`config.mk`:
```
export PLATFORM = sky130hd
export DESIGN_NAME = tx_crc_seq
export DESIGN_NICKNAME = d
export VERILOG_FILES = /design/src/rtl/tx_crc_pkg.sv /design/src/rtl/tx_crc_reg.sv /design/src/rtl/tx_idle_latch.sv /design/src/rtl/tx_char_seq.sv /design/src/rtl/tx_crc_seq.sv
export SDC_FILE = /design/constraint.sdc
export NUM_CORES = 1
export LEC_CHECK = 0
export BUFFER_PORTS_ARGS = -buffer_cell sky130_fd_sc_hd__buf_4
export CAP_MARGIN = 20
export CORE_MARGIN = 2
export CORE_UTILIZATION = 30
export CTS_BUF_LIST = sky130_fd_sc_hd__clkbuf_8
export DETAILED_ROUTE_END_ITERATION = 10
export HOLD_SLACK_MARGIN = 0.05
export SETUP_SLACK_MARGIN = 0.5
export SYNTH_ARGS = -nofsm -noshare
export SYNTH_HDL_FRONTEND = slang
export SYNTH_SLANG_ARGS = --single-unit
```
`constraint.sdc`:
```
create_clock -name clk_i -period 4.72 [get_ports clk_i]
set_clock_uncertainty 0.05 [all_clocks]
set_input_delay 1.416 -clock clk_i [delete_from_list [all_inputs] [get_ports clk_i]]
set_output_delay 1.416 -clock clk_i [all_outputs]
set_load 0.02 [all_outputs]
```
`src/rtl/tx_crc_pkg.sv`:
```
package tx_crc_pkg;
  localparam int CRC_W = 16;
  localparam logic [CRC_W-1:0] POLY_CCITT = 16'h1021;
  localparam logic [CRC_W-1:0] POLY_ALT   = 16'h8005;

  typedef enum logic [1:0] {
    SLOT_IDLE = 2'd0,
    SLOT_DATA = 2'd1,
    SLOT_CRC  = 2'd2
  } slot_e;

  function automatic logic [CRC_W-1:0] crc_step(input logic [CRC_W-1:0] c,
                                                input logic b,
                                                input logic [CRC_W-1:0] poly);
    logic fb;
    fb = c[CRC_W-1] ^ b;
    return {c[CRC_W-2:0], 1'b0} ^ (fb ? poly : '0);
  endfunction
endpackage

```
`src/rtl/tx_crc_reg.sv`:
```
module tx_crc_reg
  import tx_crc_pkg::*;
#(
  parameter logic [CRC_W-1:0] POLY0 = POLY_CCITT,
  parameter logic [CRC_W-1:0] POLY1 = POLY_ALT
) (
  input  logic clk_i,
  input  logic rst_ni,
  input  logic preset_i,
  input  logic bit_mode_i,
  input  logic poly_sel_i,
  input  logic upd_i,
  input  logic bit_i,
  input  logic shift_i,
  output logic msb_o
);
  logic [CRC_W-1:0] crc_q, crc_d, poly;

  // bit-oriented mode is tied to the first polynomial
  assign poly = (bit_mode_i || !poly_sel_i) ? POLY0 : POLY1;

  always_comb begin
    crc_d = crc_q;
    if (preset_i)     crc_d = bit_mode_i ? '1 : '0;
    else if (upd_i)   crc_d = crc_step(crc_q, bit_i, poly);
    else if (shift_i) crc_d = {crc_q[CRC_W-2:0], 1'b0}; // no feedback on send
  end

  always_ff @(posedge clk_i or negedge rst_ni)
    if (!rst_ni) crc_q <= '0;
    else         crc_q <= crc_d;

  assign msb_o = crc_q[CRC_W-1];
endmodule

```
`src/rtl/tx_idle_latch.sv`:
```
module tx_idle_latch (
  input  logic clk_i,
  input  logic rst_ni,
  input  logic clr_i,
  input  logic set_i,
  output logic latch_o,
  output logic set_pulse_o
);
  logic latch_q, pulse_q;

  always_ff @(posedge clk_i or negedge rst_ni)
    if (!rst_ni) begin
      latch_q <= 1'b1;
      pulse_q <= 1'b0;
    end else begin
      pulse_q <= set_i && !clr_i && !latch_q;
      if (clr_i)      latch_q <= 1'b0;
      else if (set_i) latch_q <= 1'b1;
    end

  assign latch_o     = latch_q;
  assign set_pulse_o = pulse_q;
endmodule

```
`src/rtl/tx_char_seq.sv`:
```
module tx_char_seq
  import tx_crc_pkg::*;
#(
  parameter int CHAR_W = 8
) (
  input  logic              clk_i,
  input  logic              rst_ni,
  input  logic              load_i,
  input  logic [CHAR_W-1:0] data_i,
  input  logic              crc_en_i,
  input  logic [CHAR_W-1:0] idle_char_i,
  input  logic              latch_i,
  input  logic              crc_msb_i,
  output logic              txd_o,
  output logic              buf_empty_o,
  output logic              upd_o,
  output logic              data_bit_o,
  output logic              shift_o,
  output logic              crc_done_o,
  output logic              crc_active_o
);
  localparam int MAX_LEN = (CRC_W > CHAR_W) ? CRC_W : CHAR_W;
  localparam int CNT_W   = $clog2(MAX_LEN + 1);

  slot_e             kind_q;
  logic [CNT_W-1:0]  cnt_q;
  logic [CHAR_W-1:0] sh_q, buf_q;
  logic              inc_q, buf_full_q, buf_inc_q;
  logic              fetch, latch_eff;

  assign fetch     = (cnt_q <= CNT_W'(1));
  assign latch_eff = latch_i || (kind_q == SLOT_CRC);

  always_ff @(posedge clk_i or negedge rst_ni)
    if (!rst_ni) begin
      kind_q     <= SLOT_IDLE;
      cnt_q      <= '0;
      sh_q       <= '1;
      inc_q      <= 1'b0;
      buf_q      <= '0;
      buf_full_q <= 1'b0;
      buf_inc_q  <= 1'b0;
    end else begin
      if (fetch) begin
        if (buf_full_q) begin
          kind_q     <= SLOT_DATA;
          sh_q       <= buf_q;
          inc_q      <= buf_inc_q;
          cnt_q      <= CNT_W'(CHAR_W);
          buf_full_q <= 1'b0;
        end else if (!latch_eff) begin
          kind_q <= SLOT_CRC;
          cnt_q  <= CNT_W'(CRC_W);
        end else begin
          kind_q <= SLOT_IDLE;
          sh_q   <= idle_char_i;
          cnt_q  <= CNT_W'(CHAR_W);
        end
      end else begin
        cnt_q <= cnt_q - CNT_W'(1);
        sh_q  <= {1'b1, sh_q[CHAR_W-1:1]};
      end
      if (load_i) begin
        buf_q      <= data_i;
        buf_inc_q  <= crc_en_i;
        buf_full_q <= 1'b1;
      end
    end

  assign crc_active_o = (kind_q == SLOT_CRC) && (cnt_q != '0);
  assign txd_o        = crc_active_o ? crc_msb_i : ((cnt_q == '0) ? 1'b1 : sh_q[0]);
  assign buf_empty_o  = !buf_full_q && !crc_active_o;
  assign upd_o        = (kind_q == SLOT_DATA) && (cnt_q != '0) && inc_q;
  assign data_bit_o   = sh_q[0];
  assign shift_o      = crc_active_o;
  assign crc_done_o   = (kind_q == SLOT_CRC) && (cnt_q == CNT_W'(1));
endmodule

```
`src/rtl/tx_crc_seq.sv`:
```
module tx_crc_seq
  import tx_crc_pkg::*;
#(
  parameter int CHAR_W = 8
) (
  input  logic              clk_i,
  input  logic              rst_ni,
  input  logic              bit_mode_i,
  input  logic              poly_sel_i,
  input  logic              crc_en_i,
  input  logic              load_i,
  input  logic [CHAR_W-1:0] load_data_i,
  input  logic [CHAR_W-1:0] idle_char_i,
  input  logic              gen_reset_i,
  input  logic              latch_clr_i,
  output logic              txd_o,
  output logic              buf_empty_o,
  output logic              latch_o,
  output logic              latch_set_o
);
  logic upd, data_bit, shift, crc_done, crc_active, crc_msb;

  tx_char_seq #(.CHAR_W(CHAR_W)) i_seq (
    .clk_i        (clk_i),
    .rst_ni       (rst_ni),
    .load_i       (load_i),
    .data_i       (load_data_i),
    .crc_en_i     (crc_en_i),
    .idle_char_i  (idle_char_i),
    .latch_i      (latch_o),
    .crc_msb_i    (crc_msb),
    .txd_o        (txd_o),
    .buf_empty_o  (buf_empty_o),
    .upd_o        (upd),
    .data_bit_o   (data_bit),
    .shift_o      (shift),
    .crc_done_o   (crc_done),
    .crc_active_o (crc_active)
  );

  tx_crc_reg i_crc (
    .clk_i      (clk_i),
    .rst_ni     (rst_ni),
    .preset_i   (gen_reset_i),
    .bit_mode_i (bit_mode_i),
    .poly_sel_i (poly_sel_i),
    .upd_i      (upd),
    .bit_i      (data_bit),
    .shift_i    (shift),
    .msb_o      (crc_msb)
  );

  tx_idle_latch i_latch (
    .clk_i       (clk_i),
    .rst_ni      (rst_ni),
    .clr_i       (latch_clr_i),
    .set_i       (crc_done),
    .latch_o     (latch_o),
    .set_pulse_o (latch_set_o)
  );
endmodule

```
==> run summary, run 1 <==
status - finished clean
final wirelength - 3.784 mm
leading area contributor after synthesis - dfrtp_1
launch point of the worst reg-to-reg path - i_seq.cnt_q[0]$_DFF_PN0_
cts bufs inserted - 5
drt via density - 4.615
Initial Util - 0.3049
H-tree depth - 2
Setup CP Type - register to output port
Syn Area/Cell - 11.45 um^2
Final Hold Vio Count - 0
Cells after Synth - 190
HPWL Detailed - 2.590 mm
RSZ-0062 raised after global routing - false
WP data required - 3.25 ns
reg-to-reg endpoint - i_crc.crc_q[13]$_DFFE_PN0P_
synth unique cells - 37
Seq cells post-synth - 44
Rel. slew slack - 0.5445
crit path max fanout - 7
Ports - 28
area of the multi-input gates - 953.4 um^2
fillcell total - 747
Tmin final - 3.026 ns
CTS tree - yes
Seq/Total Area, Yosys - 0.5112
LEAKAGE - 0.001152 uW
post-CTS resize count - 0
Cells on Worst Hold Path - 2
Clk Latency, worst-skew pair - 0.29 ns
worst hold endpoint - i_seq.sh_q[2]$_DFFE_PN1P_
total track usage - 0.1077
fraction of layout cells with a size suffix above 1 - 0.2930
Detailed Routing Iterations Pass 1 - 4
number of synthesized flops with an enable pin - 0
reg-to-reg slack, setup - 2.45 ns
Routed Antenna Nets - 0
postcts setup bufs - 0
largest net degree at the start of global routing - 45
# port buffers - 27
Place WS - 1.859 ns
Hold Path Class - register to register
kind of end point of the critical path - output port
fmax - 330.5 MHz
mapped cell area - 2176 um^2
Tot Pwr - 1280 uW
die height - 89.17 um
worst setup margin - 1.694 ns
DRC - 0
Worst Setup Start Kind - register
GPL Wtd Cong - 0.8012
Area growth, synth to finish - 16.68%
antenna cells - 0
Worst-Margin Slew - 0.6832 ns
chip width - 89.17 um
Setup-failing EPs final - 0
FP Rows - 31
Slew Viols, Final - 0
period utilisation layout - 0.6411
global route total overflow - 0
VDD IR-drop max - 147.6 uV
CP arrival - 1.56 ns
routed via count - 1449
synth top area cells - dfrtp_1, dfstp_2, mux2_2, mux2_1, mux2i_1
Core Region - 7137 um^2
Mapped Nets - 217
Cell Pwr Density - 504.1 nW/um^2
first-pass GRT wire length - 6.624 mm
most common cell in the synthesized netlist - dfrtp_1
Max-Cap Viols - 0
initial antenna violation count - 0
initial DRC count - 57
total negative slack - 0 ns
worst r2r path cells - 5
HP Start - i_seq.sh_q[3]$_DFFE_PN1P_
Reg area - 1112 um^2
clock-pin slew of the registers on the worst-case setup and hold paths - 0.09 ns
top cells by count, synth - dfrtp_1, mux2_2, nand2_1
synth warn - 0
Most used DFF post-synth - dfrtp_1
Final nets - 241
asr flop ratio synth - 1.000
clock sink total - 44
share of the synthesized area in the top cell type - 0.4025
die area - 7950 um^2
clock root buffer - clkbuf_8
Max clock buf depth - 2
Avg WL per Cell - 12.05 um
CTS hold repair buffers - 0
vias in the first global route - 1381
[cells in the final DEF (no fill, tap or decap), drive strengths merged, types with 2 or more instances in the layout]
cell type / synthesis / layout
a21oi: 3 / 3
a32o: 4 / 4
buf: 5 / 27
clkbuf: 5 / 6
dfrtp: 35 / 35
dfstp: 9 / 9
ha: 3 / 3
inv: 14 / 15
mux2: 30 / 30
mux2i: 9 / 9
nand2: 17 / 17
nand3b: 5 / 5
nor2: 5 / 5
nor2b: 4 / 4
nor3: 2 / 2
nor4b: 2 / 2
o21ai: 19 / 19
o31ai: 2 / 2
o41ai: 2 / 2
or3: 5 / 5
xnor2: 2 / 2
[per-layer routing]
metal,up-vias,GRT usage,part of all wire
li1,715,-,-
met1,704,0.1572,0.52
met2,27,0.1562,0.44
met3,3,0.02585,0.036
met4,0,0.03664,0.0069
met5,-,0,0
[stage by stage]
step	instances	cell area, um^2	util	hold slack [ns]
after global placement	306	2445	0.3426	0.4025
after CTS	314	2539	0.3557	0.4218
after floorplan	190	2176	-	0.3940
after detailed placement	306	2445	0.3426	0.4083
after global routing	314	2539	0.3557	0.4362
final	314	2539	0.3557	0.4186
[worst max-delay path, stage by stage (launching register included)]
cell     delay (ns)
dfrtp_1        0.49
nor3_2         0.29
nand2_1        0.11
a21oi_1        0.20
buf_4          0.17
[power by group]
part / total [uW] / switching, uW / internal (uW)
Sequential: 635 / 110 / 526
Clock: 243 / 126 / 117
Combinational: 401 / 197 / 204
[final cells by class]
class	instances	area share
multi-input combinational	122	0.3756
timing repair buffer	27	0.07984
clock inverter	2	0.004436
sequential	44	0.4381
clock buffer	6	0.03253
tap	99	0.04879
inverter	14	0.02070
[registers in the layout, summed over array words and instances (netlist names)]
register,cells
i_seq.inc_q,1
i_seq.sh_q,8
i_seq.cnt_q,5
i_crc.crc_q,16
i_seq.kind_q,2
i_latch.set_pulse_o,1
i_seq.buf_q,8
i_latch.latch_o,1
i_seq.buf_inc_q,1
i_seq.buf_full_q,1
[logic make-up (layout without fill, tap and decap cells)]
kind of cell               after synthesis  in the layout  synth area share
AOI/OAI and AO/OA                       35             35            0.1041
xor gates and xnor gates                 2              2          0.008052
adders and majority gates                3              3           0.01725
buffers and inverters                   24             49           0.05060
DFF                                     44             44            0.5112
muxes                                   39             39            0.1967
and+or+nand+nor                         43             43            0.1121
[worst max path at each step]
stage                             start  slack [ns]                     endpoint
6_report       i_seq.cnt_q[2]$_DFF_PN0_        1.69                  buf_empty_o
5_1_grt        i_seq.cnt_q[2]$_DFF_PN0_        1.54                  buf_empty_o
4_1_cts        i_seq.cnt_q[2]$_DFF_PN0_        1.63                  buf_empty_o
3_5_place_dp                gen_reset_i        1.86  i_crc.crc_q[13]$_DFFE_PN0P_
3_3_place_gp                gen_reset_i        1.88   i_crc.crc_q[7]$_DFFE_PN0P_
2_1_floorplan  i_seq.cnt_q[2]$_DFF_PN0_        2.09                  buf_empty_o
(Power assumes the default switching activity.)
==> run 2: changes to the inputs <==
- clock period: 4.72 -> 2.85 ns (I/O delays scaled with it)
==> run 2 against run 1 <==
  * Sequential share of layout area down 0.70 points
  * Critical path depth unchanged
  * Sequential power up 67%
  * Largest cell class unchanged
==> run summary, run 2 (same netlist as run 1, synthesis figures left out) <==
global route total overflow - 0
top flop regs - i_crc.crc_q x16, i_seq.buf_q x8, i_seq.sh_q x8
WP data required - 1.95 ns
Setup-failing EPs final - 0
Rel. slew slack - 0.5635
kind of end point of the critical path - output port
Tmin final - 2.276 ns
net switching power figure - 759.6 uW
crit path max fanout - 6
VDD IR-drop max - 259.0 uV
vias in the first global route - 1461
Routed Antenna Nets - 0
HPWL Detailed - 2.870 mm
LEAKAGE - 0.001163 uW
Top reg by flops - i_crc.crc_q
Cell Pwr Density - 839.0 nW/um^2
fmax - 439.4 MHz
die height - 89.17 um
Max-Cap Viols - 0
Final nets - 245
switching share of power - 0.3494
routed via count - 1462
fraction of layout cells with a size suffix above 1 - 0.3562
Tot Pwr - 2174 uW
Setup CP Type - register to output port
FP Rows - 31
antenna cells - 0
clock-pin slew of the registers on the worst-case setup and hold paths - 0.09 ns
drt via density - 4.597
H-tree depth - 2
first-pass GRT wire length - 6.831 mm
area of the multi-input gates - 973.4 um^2
CP arrival - 1.37 ns
Reg area - 1117 um^2
commonest cells after routing, fill and taps aside - dfrtp_1, buf_4, mux2_2
fillcell total - 750
Avg WL per Cell - 13.05 um
Logic pwr share - 0.335
max reg flops - 16
clock sink total - 44
CTS tree - yes
chip width - 89.17 um
Clk Latency, worst-skew pair - 0.29 ns
GPL Wtd Cong - 0.7515
Core Region - 7137 um^2
Sequential Power Share - 0.486
RSZ-0062 raised after global routing - true
Worst-Margin Slew - 0.6457 ns
# port buffers - 27
Hold Path Class - register to register
DRC - 0
period utilisation layout - 0.7985
initial antenna violation count - 0
die area - 7950 um^2
total track usage - 0.1119
Ports - 28
Final Hold Vio Count - 0
status - finished clean
commonest non-fill, non-tap cell in the layout - dfrtp_1
Slew Viols, Final - 0
final wirelength - 4.150 mm
clock share of power - 0.179
total negative slack - 0 ns
cell-internal power - 1415 uW
Max clock buf depth - 2
initial DRC count - 25
Area growth, synth to finish - 19.09%
cts bufs inserted - 5
Worst Setup Start Kind - register
CTS hold repair buffers - 0
Initial Util - 0.3049
clock root buffer - clkbuf_8
largest net degree at the start of global routing - 45
Detailed Routing Iterations Pass 1 - 4
-- run 2: changes by cell type in the layout (fill, tap and decap cells not counted), moves of 2 or more --
| cell | delta |
|---|---|
| buf_4 | +3 |
| dfrtp_2 | +4 |
| clkinv_2 | +2 |
| inv_2 | +2 |
| inv_1 | -3 |
| dfrtp_1 | -4 |
-- run 2: final cells by class --
cell class | count | area share
tap | 99 | 0.04780
clock buffer | 5 | 0.02656
sequential | 44 | 0.4312
multi-input combinational | 122 | 0.3757
clock inverter | 3 | 0.007243
inverter | 14 | 0.02028
timing repair buffer | 31 | 0.09126
-- run 2: power groups by stage --
stage               Combinational (uW)  Clock, uW  Sequential (uW)
global placement                   687          0             1060
detailed placement                 702          0             1060
floorplan                          583          0              996
finish                             728        389             1060
CTS                                705        408             1060
global route                       831        429             1100
-- run 2: timing repair --
action | CTS | global route
setup buffers | 0 | 2
pin swaps | 0 | 1
endpoints found under the setup margin | 2 | 11
gates resized for setup | 2 | 11
-- run 2: worst paths after layout --
kind / startpoint / end / slack (ns) / cells past startpoint
max: i_seq.cnt_q[3]$_DFF_PN0_ / buf_empty_o / 0.57 / 4
max reg2reg: i_seq.cnt_q[0]$_DFF_PN0_ / i_crc.crc_q[14]$_DFFE_PN0P_ / 0.73 / 6
min in group asynchronous: rst_ni / i_seq.buf_q[1]$_DFFE_PN0P_ / 0.50 / 1
max in group asynchronous: rst_ni / i_seq.cnt_q[2]$_DFF_PN0_ / 1.83 / 1
min: i_seq.sh_q[3]$_DFFE_PN1P_ / i_seq.sh_q[2]$_DFFE_PN1P_ / 0.42 / 2
min reg2reg: i_seq.sh_q[3]$_DFFE_PN1P_ / i_seq.sh_q[2]$_DFFE_PN1P_ / 0.42 / 2
-- run 2: metrics by stage --
| step | setup WS [ns] | std cells | area (um^2) | hold WS, ns | util |
|---|---|---|---|---|---|
| CTS | 0.4769 | 316 | 2554 | 0.4228 | 0.3578 |
| floorplan | 0.7844 | 190 | 2176 | 0.3940 | - |
| global route | 0.4674 | 318 | 2591 | 0.4400 | 0.3631 |
| detailed placement | 0.6172 | 308 | 2460 | 0.4091 | 0.3447 |
| global placement | 0.6303 | 308 | 2460 | 0.4026 | 0.3447 |
| finish | 0.5744 | 318 | 2591 | 0.4181 | 0.3631 |
-- run 2: metal layers --
| layer | part of all wire | up-vias | track usage |
|---|---|---|---|
| met2 | 0.47 | 24 | 0.1886 |
| met1 | 0.48 | 714 | 0.1427 |
| met3 | 0.028 | 4 | 0.02770 |
| met4 | 0.012 | 0 | 0.03256 |
| met5 | 0 | - | 0 |
| li1 | - | 720 | - |
-- run 2: critical path, stage by stage, from the launching register on --
cell and delay [ns]:
dfrtp_2 0.47, nor3_4 0.23, nand2_2 0.09, a21oi_2 0.15
buf_6 0.13
==> run 3: changes to the inputs <==
- clock period: 2.85 -> 2 ns (I/O delays scaled with it)
==> run 3 against run 2 <==
  * Routed wire length increased by 11%
  * Register-to-register slack got worse by 0.69 ns
  * Global-route usage increased by 1.3 points
  * Power increased by 79%
  * First-iteration DRC count increased to 2.7 times the previous value
  * Die area unchanged
  * Final cell count increased by 7.2%
  * Combinational power increased by 140%
  * Clock power increased by 70%
  * Utilization increased by 5.7 points
  * Worst setup slack got worse by 0.56 ns
  * Sequential share of layout area decreased by 5.9 points
==> run summary, run 3 (same netlist as run 1, synthesis figures left out) <==
Cell Pwr Density - 1301 nW/um^2
Clk Latency, worst-skew pair - 0.29 ns
kind of end point of the critical path - output port
initial antenna violation count - 0
commonest cells after routing, fill and taps aside - buf_4, dfrtp_1, mux2_2
Final Hold Vio Count - 0
GPL Wtd Cong - 0.7083
top flop regs - i_crc.crc_q x16, i_seq.buf_q x8, i_seq.sh_q x8
area of the multi-input gates - 1102 um^2
chip width - 89.17 um
Ports - 28
Reg area - 1116 um^2
Tot Pwr - 3898 uW
crit path max fanout - 2
Routed Antenna Nets - 0
Area growth, synth to finish - 37.67%
clock-pin slew of the registers on the worst-case setup and hold paths - 0.08 ns
Hold Path Class - primary input to asynchronous set/reset pin
Worst-Margin Slew - 0.5517 ns
CTS tree - yes
DRC - 0
die area - 7950 um^2
CP arrival - 1.34 ns
Setup CP Type - register to output port
clock sink total - 44
routed via count - 1563
RSZ-0062 raised after global routing - true
Worst Setup Start Kind - register
final wirelength - 4.616 mm
LEAKAGE - 0.001371 uW
global route total overflow - 0
Rel. slew slack - 0.6291
Detailed Routing Iterations Pass 1 - 3
total negative slack - 0 ns
Slew Viols, Final - 0
fin area - 2995 um^2
die height - 89.17 um
status - finished clean
drt via density - 4.584
commonest non-fill, non-tap cell in the layout - buf_4
total track usage - 0.1244
HPWL Detailed - 2.761 mm
reg-to-reg slack, setup - 0.04 ns
Top reg by flops - i_crc.crc_q
# port buffers - 27
Core Region - 7137 um^2
max reg flops - 16
period utilisation layout - 0.9933
Tmin final - 1.987 ns
initial DRC count - 68
fraction of layout cells with a size suffix above 1 - 0.4793
largest net degree at the start of global routing - 45
fmax - 503.4 MHz
Setup-failing EPs final - 0
clock root buffer - clkbuf_8
antenna cells - 0
fillcell total - 692
cts bufs inserted - 5
CTS hold repair buffers - 0
Final nets - 268
Max clock buf depth - 2
vias in the first global route - 1598
Max-Cap Viols - 0
FP Rows - 31
Avg WL per Cell - 13.54 um
H-tree depth - 2
WP data required - 1.35 ns
first-pass GRT wire length - 7.665 mm
VDD IR-drop max - 684.5 uV
Initial Util - 0.3049
Cell Area, Placed - 2566 um^2
==> run 3: cell types whose count changed in the layout (fill, tap and decap cells not counted), moves of 2 or more <==
cell,delta
buf_6,+7
buf_4,+12
o21ai_0,-3
nand2_1,-2
ha_4,+2
mux2_1,-6
o21ai_1,+3
buf_12,+2
mux2_4,+6
==> run 3: path summary, 6_finish.rpt <==
check	start	endpoint	cells past startpoint
max in group asynchronous	rst_ni	i_seq.cnt_q[4]$_DFF_PN0_	1
hold reg to reg	i_seq.sh_q[5]$_DFFE_PN1P_	i_seq.sh_q[4]$_DFFE_PN1P_	2
setup / recovery	i_seq.cnt_q[3]$_DFF_PN0_	buf_empty_o	4
min in group clk_i	latch_clr_i	i_latch.latch_o$_DFFE_PN1P_	2
hold / removal	rst_ni	i_seq.cnt_q[0]$_DFF_PN0_	1
setup reg to reg	i_seq.cnt_q[3]$_DFF_PN0_	i_crc.crc_q[5]$_DFFE_PN0P_	6
==> run 3: layout make-up <==
class / instances / share of cell area
Sequential cell: 44 / 0.3726
Multi-Input combinational cell: 122 / 0.3680
Timing Repair Buffer: 54 / 0.1646
Tap cell: 99 / 0.04135
Clock buffer: 5 / 0.02297
Inverter: 14 / 0.01754
Clock inverter: 3 / 0.01295
==> run 3: repair_timing <==
item                       4_1_cts  5_1_grt
cloned                           2        1
resized for setup               21       14
hold endpoints to repair         0        0
setup endpoints to repair       30       35
pin swaps                        5        8
setup buffers                   12        6
==> run 3: per-stage QoR <==
stage | utilization | cells | hold slack (ns) | setup WS, ns
floorplan | - | 190 | 0.2544 | 0.2433
global placement | 0.3596 | 312 | 0.4028 | 0.1011
detailed placement | 0.3596 | 312 | 0.4054 | 0.09641
CTS | 0.4018 | 334 | 0.2649 | 0.01827
global route | 0.4197 | 341 | 0.2926 | -0.04009
finish | 0.4197 | 341 | 0.2543 | 0.01334
==> run 3: worst max-delay path, cell delays in order, from the launching register on <==
cell	delay (ns)
dfrtp_2	0.44
nor3_4	0.21
nand2_2	0.13
a21oi_4	0.14
buf_6	0.13
==> run 3: power by group <==
group / leakage [uW] / internal [uW] / switching [uW]
registers: 0.000513 / 1250 / 228
clock network: 0.0000593 / 366 / 296
logic: 0.000799 / 984 / 776
==> run 3: per-layer routing <==
layer,global-route usage,vias up,wire length (um)
met5,0,-,0
met4,0.02442,0,33
met3,0.03232,4,153
met2,0.1939,29,2104
met1,0.1762,765,2325
li1,-,765,-
